[src/rtl/gpio_pkg.sv]
package gpio_pkg;

    // Word-address map of the register file (byte offset = 4 * word).
    typedef enum logic [2:0] {
        SEL_OUT    = 3'd0,
        SEL_OE     = 3'd1,
        SEL_IN     = 3'd2,
        SEL_STAT   = 3'd3,
        SEL_POL_LO = 3'd4,
        SEL_EN     = 3'd5,
        SEL_POL_HI = 3'd6,
        SEL_MUX    = 3'd7
    } reg_sel_e;

    // Number of pins whose polarity bits share one type register.
    localparam int POL_PER_REG = 8;
    // Stride between polarity bits inside a type register.
    localparam int POL_STRIDE  = 4;

endpackage

[src/rtl/gpio_sync.sv]
module gpio_sync #(
    parameter int WIDTH  = 12,
    parameter int STAGES = 2
) (
    input  logic             clk,
    input  logic             rst_n,
    input  logic [WIDTH-1:0] d,
    output logic [WIDTH-1:0] q
);

    logic [STAGES-1:0][WIDTH-1:0] stage_d, stage_q;

    always_comb begin
        stage_d[0] = d;
        for (int i = 1; i < STAGES; i++) begin
            stage_d[i] = stage_q[i-1];
        end
    end

    always_ff @(posedge clk or negedge rst_n) begin
        if (!rst_n) begin
            stage_q <= '0;
        end else begin
            stage_q <= stage_d;
        end
    end

    assign q = stage_q[STAGES-1];

endmodule

[src/rtl/gpio_irq_latch.sv]
module gpio_irq_latch #(
    parameter int NPINS = 12
) (
    input  logic             clk,
    input  logic             rst_n,
    input  logic [NPINS-1:0] sync_lvl,
    input  logic [NPINS-1:0] pol,
    input  logic [NPINS-1:0] en,
    input  logic [NPINS-1:0] ack,
    output logic [NPINS-1:0] status,
    output logic             irq
);

    typedef struct packed {
        logic [NPINS-1:0] stat;
        logic             irq;
    } latch_t;

    latch_t lat_d, lat_q;
    logic [NPINS-1:0] hit;

    always_comb begin
        lat_d = lat_q;
        // polarity 1 inverts the level: low becomes the active state
        hit = sync_lvl ^ pol;
        // set has priority over acknowledge so an active source re-latches
        lat_d.stat = (lat_q.stat & ~ack) | hit;
        lat_d.irq  = |(lat_q.stat & en);
    end

    always_ff @(posedge clk or negedge rst_n) begin
        if (!rst_n) begin
            lat_q <= '0;
        end else begin
            lat_q <= lat_d;
        end
    end

    assign status = lat_q.stat;
    assign irq    = lat_q.irq;

endmodule

[src/rtl/gpio_latched_ctrl.sv]
module gpio_latched_ctrl #(
    parameter int NPINS       = 12,
    parameter int ADDR_W      = 4,
    parameter int DATA_W      = 32,
    parameter int SYNC_STAGES = 2
) (
    input  logic              clk,
    input  logic              rst_n,
    input  logic              bus_wr,
    input  logic              bus_rd,
    input  logic [ADDR_W-1:0] bus_addr,
    input  logic [DATA_W-1:0] bus_wdata,
    output logic [DATA_W-1:0] bus_rdata,
    input  logic [NPINS-1:0]  pin_in,
    output logic [NPINS-1:0]  pin_out,
    output logic [NPINS-1:0]  pin_oe,
    output logic [DATA_W-1:0] mux_sel,
    output logic              irq
);
    import gpio_pkg::*;

    localparam int PPR = POL_PER_REG;
    localparam int STR = POL_STRIDE;

    typedef struct packed {
        logic [NPINS-1:0]  out;
        logic [NPINS-1:0]  oe;
        logic [NPINS-1:0]  en;
        logic [NPINS-1:0]  pol;
        logic [DATA_W-1:0] mux;
    } regs_t;

    regs_t            regs_d, regs_q;
    logic [NPINS-1:0] ack;
    logic [NPINS-1:0] sync_lvl;
    logic [NPINS-1:0] irq_stat;
    logic [NPINS-1:0] pol_vec;
    logic [NPINS-1:0] en_vec;
    logic             mapped;
    reg_sel_e         sel;

    assign mapped = (bus_addr[ADDR_W-1:3] == '0);
    assign sel    = reg_sel_e'(bus_addr[2:0]);

    gpio_sync #(.WIDTH(NPINS), .STAGES(SYNC_STAGES)) u_sync (
        .clk   (clk),
        .rst_n (rst_n),
        .d     (pin_in),
        .q     (sync_lvl)
    );

    gpio_irq_latch #(.NPINS(NPINS)) u_irq (
        .clk      (clk),
        .rst_n    (rst_n),
        .sync_lvl (sync_lvl),
        .pol      (regs_q.pol),
        .en       (regs_q.en),
        .ack      (ack),
        .status   (irq_stat),
        .irq      (irq)
    );

    // next-state of the software-visible registers
    always_comb begin
        regs_d = regs_q;
        ack    = '0;
        if (bus_wr && mapped) begin
            case (sel)
                SEL_OUT:  regs_d.out = bus_wdata[NPINS-1:0];
                SEL_OE:   regs_d.oe  = bus_wdata[NPINS-1:0];
                SEL_EN:   regs_d.en  = bus_wdata[NPINS-1:0];
                SEL_STAT: ack        = bus_wdata[NPINS-1:0];
                SEL_MUX:  regs_d.mux = bus_wdata;
                SEL_POL_LO: begin
                    for (int n = 0; n < NPINS; n++) begin
                        if (n < PPR) regs_d.pol[n] = bus_wdata[STR*(n%PPR)];
                    end
                end
                SEL_POL_HI: begin
                    for (int n = 0; n < NPINS; n++) begin
                        if (n >= PPR) regs_d.pol[n] = bus_wdata[STR*(n%PPR)];
                    end
                end
                default: ;
            endcase
        end
    end

    always_ff @(posedge clk or negedge rst_n) begin
        if (!rst_n) begin
            regs_q <= '0;
        end else begin
            regs_q <= regs_d;
        end
    end

    // read mux
    always_comb begin
        bus_rdata = '0;
        if (bus_rd && mapped) begin
            case (sel)
                SEL_OUT:  bus_rdata[NPINS-1:0] = regs_q.out;
                SEL_OE:   bus_rdata[NPINS-1:0] = regs_q.oe;
                SEL_IN:   bus_rdata[NPINS-1:0] = sync_lvl;
                SEL_STAT: bus_rdata[NPINS-1:0] = irq_stat;
                SEL_EN:   bus_rdata[NPINS-1:0] = regs_q.en;
                SEL_MUX:  bus_rdata            = regs_q.mux;
                SEL_POL_LO: begin
                    for (int n = 0; n < NPINS; n++) begin
                        if (n < PPR) bus_rdata[STR*(n%PPR)] = regs_q.pol[n];
                    end
                end
                SEL_POL_HI: begin
                    for (int n = 0; n < NPINS; n++) begin
                        if (n >= PPR) bus_rdata[STR*(n%PPR)] = regs_q.pol[n];
                    end
                end
                default: ;
            endcase
        end
    end

    assign pin_out = regs_q.out;
    assign pin_oe  = regs_q.oe;
    assign mux_sel = regs_q.mux;
    assign pol_vec = regs_q.pol;
    assign en_vec  = regs_q.en;

endmodule

[config.mk]
export PLATFORM = sky130hd
export DESIGN_NAME = gpio_latched_ctrl
export DESIGN_NICKNAME = d
export VERILOG_FILES = /design/src/rtl/gpio_pkg.sv /design/src/rtl/gpio_sync.sv /design/src/rtl/gpio_irq_latch.sv /design/src/rtl/gpio_latched_ctrl.sv
export SDC_FILE = /design/constraint.sdc
export NUM_CORES = 1
export LEC_CHECK = 0
export BUFFER_PORTS_ARGS = -buffer_cell sky130_fd_sc_hd__buf_2
export CAP_MARGIN = 20
export CORE_AREA = 2 2 95 106
export DETAILED_ROUTE_END_ITERATION = 10
export DIE_AREA = 0 0 97 108
export GPL_ROUTABILITY_DRIVEN = 0
export PLACE_DENSITY = 0.89
export SETUP_SLACK_MARGIN = 0.2
export SKIP_LAST_GASP = 1
export SYNTH_ARGS = -nofsm -noshare
export SYNTH_HDL_FRONTEND = slang
export SYNTH_SLANG_ARGS = --single-unit
[constraint.sdc]
create_clock -name clk -period 3.23 [get_ports clk]
set_clock_uncertainty 0.1 [all_clocks]
set_input_delay 0.1615 -clock clk [delete_from_list [all_inputs] [get_ports clk]]
set_output_delay 0.1615 -clock clk [all_outputs]
set_load 0.02 [all_outputs]
==> results of run 1 <==
==> power groups by stage <==
stage               combinational, uW  clock (uW)  sequential [uW]
global route                     1080        1990             1980
detailed placement                962           0             1960
CTS                              1010        1920             1940
finish                           1020        1920             1950
global placement                  933           0             1940
floorplan                         423           0             2100
==> worst min-delay path by stage <==
stage	startpoint	end	slack [ps]
after global placement	pin_in[2]	u_sync.stage_d[14]	170
after floorplan	rst_n	en_vec[0]	-230
final	rst_n	mux_sel[29]	-20
after global routing	rst_n	mux_sel[22]	10
after CTS	pin_in[0]	u_sync.stage_d[12]	170
after detailed placement	pin_in[4]	u_sync.stage_d[16]	170
==> worst max-delay path, cell delays in order <==
cell,delay (ps)
buf_2,430
nand3b_1,320
nor2_1,710
and2_1,250
buf_2,170
==> area by class of cell <==
class	instances	area [um2]
multi-input combinational	245	2170
timing repair buffer	195	1260
clock buffer	19	442
inverter	4	15.0
tap	117	146
sequential	117	2930
fill	537	2170
clock inverter	13	171
==> metrics by stage <==
step | cells | hold WS (ps) | utilization [%]
2_1_floorplan | 387 | -234 | -
3_3_place_gp | 632 | 171 | 65.0
3_5_place_dp | 632 | 171 | 65.0
4_1_cts | 709 | 168 | 76.4
5_1_grt | 710 | 13.8 | 76.7
6_report | 710 | -17.4 | 76.7
==> registers in the layout, summed over array words and instances (netlist names), 12 cells and up <==
signal and flops:
pol_vec 12, pin_out 12, en_vec 12, mux_sel 32
u_sync.q 12, u_irq.status 12, pin_oe 12, u_sync.stage_d 12
==> cell usage in the layout (no fill, tap or decap), types with 3 or more instances in the layout <==
cell | synthesis | final
mux2_4 | 10 | 10
o21ai_0 | 6 | 6
dfrtp_1 | 117 | 117
and2_1 | 17 | 17
nor3b_1 | 4 | 4
buf_2 | 6 | 139
nand3b_1 | 3 | 3
xor2_1 | 12 | 12
nand3_1 | 17 | 17
mux4_2 | 4 | 4
clkbuf_8 | 0 | 3
clkinv_4 | 0 | 5
bufinv_16 | 0 | 3
nand2_1 | 5 | 5
a22oi_1 | 4 | 4
a221oi_1 | 3 | 3
o211ai_1 | 3 | 3
clkbuf_16 | 0 | 16
mux2_2 | 70 | 70
buf_4 | 0 | 9
nor2b_1 | 4 | 4
a21o_1 | 12 | 12
inv_1 | 4 | 4
a31oi_1 | 4 | 4
nand2b_1 | 3 | 3
a22o_1 | 3 | 3
dlygate4sd3_1 | 0 | 45
o22ai_1 | 5 | 5
mux2i_1 | 22 | 22
and3_1 | 4 | 4
nor2_1 | 10 | 10
==> repair_timing <==
item                                    in CTS  in global routing
endpoints found under the hold margin      189                  0
hold buffers                                45                  0
endpoints found under the setup margin       0                  0
==> layer usage <==
metal | part of all wire [%] | global-route usage (%) | vias up
met3 | 7.2 | 8.79 | 40
met2 | 51 | 50.0 | 209
met1 | 39 | 34.7 | 2072
met4 | 2.7 | 10.3 | 0
li1 | - | - | 1795
met5 | 0 | 0 | -
==> cells by family after synthesis <==
group | Yosys count
compound gates | 50
xor+xnor | 12
buf+inv | 25
flops | 117
mux | 108
simple gates | 75
==> summary.txt, run 1 <==
Setup path
  • Worst R2R Setup Slack: 1830 ps
  • Crit start category: input pin
  • FF-to-FF path depth: 3
  • R2r startpoint: en_vec[10]
  • Worst Setup EP: bus_rdata[25]
  • CP startpoint: bus_addr[2]
  • Crit path arrival time: 2060 ps
  • CP endpoint kind: output pin
  • Maximum fanout along the worst path: 31
  • R2R Path End: u_irq.irq
  • Worst Path Required: 2970 ps
  • Kind of critical path: input pin to output pin

Timing
  • Setup violations, final: 0
  • Fin crit share: 71.9%
  • RSZ-0062 raised after global routing: no
  • Slew HR: 44.7%
  • Worst setup margin: 908 ps
  • Final Max Slew Viols: 0
  • Final hold viol count: 21
  • Setup TNS: 0 ps
  • Highest Clock Rate: 431 MHz
  • Hold WS: -17.4 ps
  • Slew at the pin with the worst max-slew slack: 827 ps
  • Fin crit period: 2320 ps

Power and ir drop
  • Total Power: 4900 uW
  • Combinational Power Share: 20.9%
  • Lkg Pwr: 0.00342 uW
  • Net Sw Frac: 30.0%
  • Peak supply drop: 0.000517 V
  • Sequential power share: 39.9%
  • Sw power: 1470 uW
  • Power Dens Cells: 686 mW/mm2
  • Clk pwr share: 39.3%
  • Pint: 3430 uW

Global route
  • GR Util All Layers: 28.9%
  • Remaining Overflow, GRT: 0
  • First-pass GRT wire length: 23200 um
  • Vias in the first global route: 4391
  • Largest net degree at the start of global routing: 88
  • Initial antenna violation count: 0

Yosys
  • Post-synth cell types: 42
  • Syn avg cell area: 13.5 um2
  • Simple-gate share of the synthesized area: 8.32%
  • Most common cell in the synthesized netlist: dfrtp_1
  • Adder-Cell Fraction of Synth Area: 0%
  • Asr flop ratio synth: 100%
  • Share of the synthesized area in the top cell type: 56.1%
  • Synth top cells by count: dfrtp_1, mux2_2, mux2i_1
  • Yosys reg bits: 117
  • Cells after synthesis: 387
  • Yosys warnings: 0
  • Post-synthesis compound-gate area fraction: 6.95%
  • Largest family of logic cells by synthesized area: multiplexers
  • Predominant post-synthesis flop cell: dfrtp_1
  • Mux contribution to synthesized area: 24.4%
  • Xor and xnor area share after synthesis: 2.01%
  • Syn_nets: 439
  • Top cells by area, synth: dfrtp_1, mux2_2, mux2i_1
  • Synthesized cell area: 0.00522 mm2
  • Share of the yosys chip area belonging to registers: 56.1%
  • Number of synthesized flops with an enable pin: 0
  • Largest area contributor in the netlist: dfrtp_1

Routing
  • Final WL: 14800 um
  • Residual DRC: 0
  • Routed len/inst: 20.8 um
  • Antenna Nets Post-Route: 0
  • Initial DRC Count: 312
  • Vias: 4116
  • Pre-antenna DRT Iters: 4
  • Via density: 5.80

Flow run
  • Max_cap viols: 0

Cells and area
  • Inserted Diodes: 0
  • # nets final: 632
  • Final instance area: 0.00714 mm2
  • Share of layout cells above drive strength 1: 45.4%
  • Syn-to-layout area delta: 36.8%

Floorplan
  • Io pins: 141
  • Die height: 108 um
  • Die footprint: 0.0105 mm2
  • Starting density of the core: 56.1%
  • Site row count: 37
  • Die W: 97 um
  • CORE AREA: 0.00931 mm2

CTS
  • CTS buffer count: 17
  • Worst-skew pair later-pin latency: 520 ps
  • Reg clk slew, reported paths: 60 ps
  • Deepest clock path buffer count: 2
  • Clock Tree Root: clkbuf_8
  • H-tree levels: 4
  • Resized Gates After CTS: 0
  • Clock Sinks: 117
  • CTS tree: done
  • Postcts setup bufs: 0

Place
  • Dpl ws: 953 ps
  • Port Buf Inserts: 140
  • Cell Area, Placed: 0.00605 mm2
  • Hpwl dp: 9290 um

Status
  • Failing checks: hold timing
  • Status: finished with violations

Hold path
  • Worst min path class: input pin to asynchronous set/reset pin
Power figures use the tool's default switching activity.
==> run 2, diff against run 1 <==
--- a/config.mk
+++ b/config.mk
@@ -7,11 +7,11 @@
 export LEC_CHECK = 0
 export BUFFER_PORTS_ARGS = -buffer_cell sky130_fd_sc_hd__buf_2
 export CAP_MARGIN = 20
-export CORE_AREA = 2 2 95 106
+export CORE_AREA = 2 2 104 116
 export DETAILED_ROUTE_END_ITERATION = 10
-export DIE_AREA = 0 0 97 108
+export DIE_AREA = 0 0 106 118
 export GPL_ROUTABILITY_DRIVEN = 0
-export PLACE_DENSITY = 0.89
+export PLACE_DENSITY = 0.79
 export SETUP_SLACK_MARGIN = 0.2
 export SKIP_LAST_GASP = 1
 export SYNTH_ARGS = -nofsm -noshare
==> constraint.sdc (replaced) <==
create_clock -name clk -period 2 [get_ports clk]
set_clock_uncertainty 0.1 [all_clocks]
set_input_delay 0.1 -clock clk [delete_from_list [all_inputs] [get_ports clk]]
set_output_delay 0.1 -clock clk [all_outputs]
set_load 0.02 [all_outputs]
==> summary.txt, run 2 (synthesized netlist as in run 1, its figures left out) <==
Routing
  • Met2 WL: 7570 um (+0.11%)
  • Highest routed metal layer: met4
  • Met3 routed WL: 990 um (-6.4%)
  • Initial DRC Count: 226 (-28%)
  • Vias: 4121 (+0.12%)
  • Via density: 5.37 (-7.3%)
  • Residual DRC: 0 (unchanged)
  • Antenna Nets Post-Route: 0 (unchanged)
  • Routed len/inst: 18.9 um (-9.2%)
  • Final WL: 14500 um (-1.9%)
  • M1 WL: 5700 um (-1.1%)
  • Pre-antenna DRT Iters: 4 (unchanged)

Timing
  • Setup violations, final: 0 (unchanged)
  • Highest Clock Rate: 557 MHz
  • Fin crit share: 89.7%
  • Final hold viol count: 0 (-100%)
  • Worst setup margin: 205 ps (-703 ps)
  • Slew at the pin with the worst max-slew slack: 629 ps (-198 ps)
  • Final Max Slew Viols: 0 (unchanged)
  • Setup TNS: 0 ps (unchanged)
  • Slew HR: 58.0% (+13 points)
  • RSZ-0062 raised after global routing: yes
  • Fin crit period: 1790 ps

Hold path
  • Worst min path class: input pin to asynchronous set/reset pin

Setup path
  • Crit start category: flip-flop
  • Maximum fanout along the worst path: 2 (-94%)
  • Crit path arrival time: 1590 ps (-470 ps)
  • CP endpoint kind: output pin
  • Worst Path Required: 1800 ps (-1170 ps)
  • Kind of critical path: flip-flop to output pin

Cells and area
  • Syn-to-layout area delta: 42.0%
  • Most frequent cells in the layout: buf_2, dfrtp_1, mux2_2
  • Fin cells: 767 (+8.0%)
  • Fillers: 833 (+55%)
  • Final instance area: 0.00741 mm2 (+3.8%)
  • Max reg flops: 32 (unchanged)
  • Reg area: 0.00293 mm2 (unchanged)
  • Inserted Diodes: 0 (unchanged)
  • Share of layout cells above drive strength 1: 48.8% (+3.4 points)
  • Most common cell after layout, fill and taps aside: buf_2
  • Multi-input logic area: 0.00220 mm2 (+1.2%)
  • # nets final: 656 (+3.8%)

Power and ir drop
  • Power Dens Cells: 1080 mW/mm2 (+57%)
  • Total Power: 8000 uW (+63%)
  • Lkg Pwr: 0.00352 uW (+3.0%)
  • Peak supply drop: 0.000615 V (+19%)

Global route
  • Vias in the first global route: 4343 (-1.1%)
  • Initial antenna violation count: 0 (unchanged)
  • Largest net degree at the start of global routing: 118 (+34%)
  • First-pass GRT wire length: 23200 um (-0.12%)
  • GR Util All Layers: 24.3% (-4.7 points)
  • Remaining Overflow, GRT: 0 (unchanged)

Status
  • Status: completed

Place
  • Dpl ws: 265 ps (-688 ps)
  • Cell Area, Placed: 0.00616 mm2 (+1.9%)
  • Port Buf Inserts: 140 (unchanged)
  • Post-placement cell count: 673 (+6.5%)
  • Hpwl dp: 9790 um (+5.4%)

CTS
  • Deepest clock path buffer count: 2 (unchanged)
  • Clock Sinks: 117 (unchanged)
  • Clock Tree Root: clkbuf_16
  • Worst-skew pair later-pin latency: 410 ps (-110 ps)
  • CTS tree: done
  • CTS buffer count: 17 (unchanged)
  • Reg clk slew, reported paths: 60 ps (about the same)
  • H-tree levels: 4 (unchanged)

Flow run
  • Max_cap viols: 0 (unchanged)

Floorplan
  • Die W: 106 um (+9.3%)
  • CORE AREA: 0.0113 mm2 (+22%)
  • Starting density of the core: 46.0% (-10 points)
  • Site row count: 41 (+11%)
  • Die height: 118 um (+9.3%)
  • Die footprint: 0.0125 mm2 (+19%)
  • Io pins: 141 (unchanged)
-- run 2: cell count changes in the layout (fill, tap and decap cells not counted), sizes merged --
cell,before,now
inv,6,4
clkbuf,19,21
buf,150,174
clkinvlp,2,6
clkinv,6,2
-- run 2: layout make-up --
type / instances / share of cell area (%)
well taps: 150 / 2.53
inverters: 4 / 0.203
repair buffers: 219 / 19.6
flip-flops and latches: 117 / 39.5
clock buffers: 21 / 6.48
multi-input cells: 245 / 29.7
clock inverters: 11 / 2.01
-- run 2: metrics by stage --
step | utilization, % | hold WS [ps]
2_1_floorplan | - | -296
3_3_place_gp | 54.3 | 111
3_5_place_dp | 54.3 | 109
4_1_cts | 64.3 | 164
5_1_grt | 65.4 | 215
6_report | 65.4 | 198
-- run 2: critical path, stage by stage (launching register included) --
cell     delay, ps
dfrtp_1        400
mux4_2         480
inv_2           80
o22ai_2         80
buf_6          150
-- run 2: final timing paths --
kind	startpoint	slack (ps)	to	depth (start not counted)
worst max-delay path	u_sync.q[1]	210	bus_rdata[1]	4
worst min-delay path	rst_n	200	mux_sel[27]	3
worst max register to register	u_irq.status[10]	480	u_irq.irq	5
worst min register to register	u_sync.stage_d[17]	240	u_sync.q[5]	0
max in group asynchronous	rst_n	1110	pin_oe[10]	3
min in group clk	bus_addr[3]	210	pin_oe[11]	4
-- run 2: timing repair --
item / CTS / global route
endpoints found under the hold margin: 221 / 0
resized for setup: 1 / 13
pin swaps: 1 / 2
hold buffers: 45 / 0
endpoints found under the setup margin: 5 / 16
setup buffers: 6 / 11
-- run 2: where the power goes --
group / leakage [uW] / internal, uW / switching [uW]
logic: 0.00186 / 826 / 885
registers: 0.00138 / 2780 / 342
clock network: 0.000290 / 2090 / 1080
-- run 2: per-layer routing --
metal | global-route usage (%) | vias up
met1 | 29.2 | 2080
met5 | 0 | -
li1 | - | 1835
met3 | 7.31 | 19
met2 | 40.9 | 187
met4 | 9.13 | 0
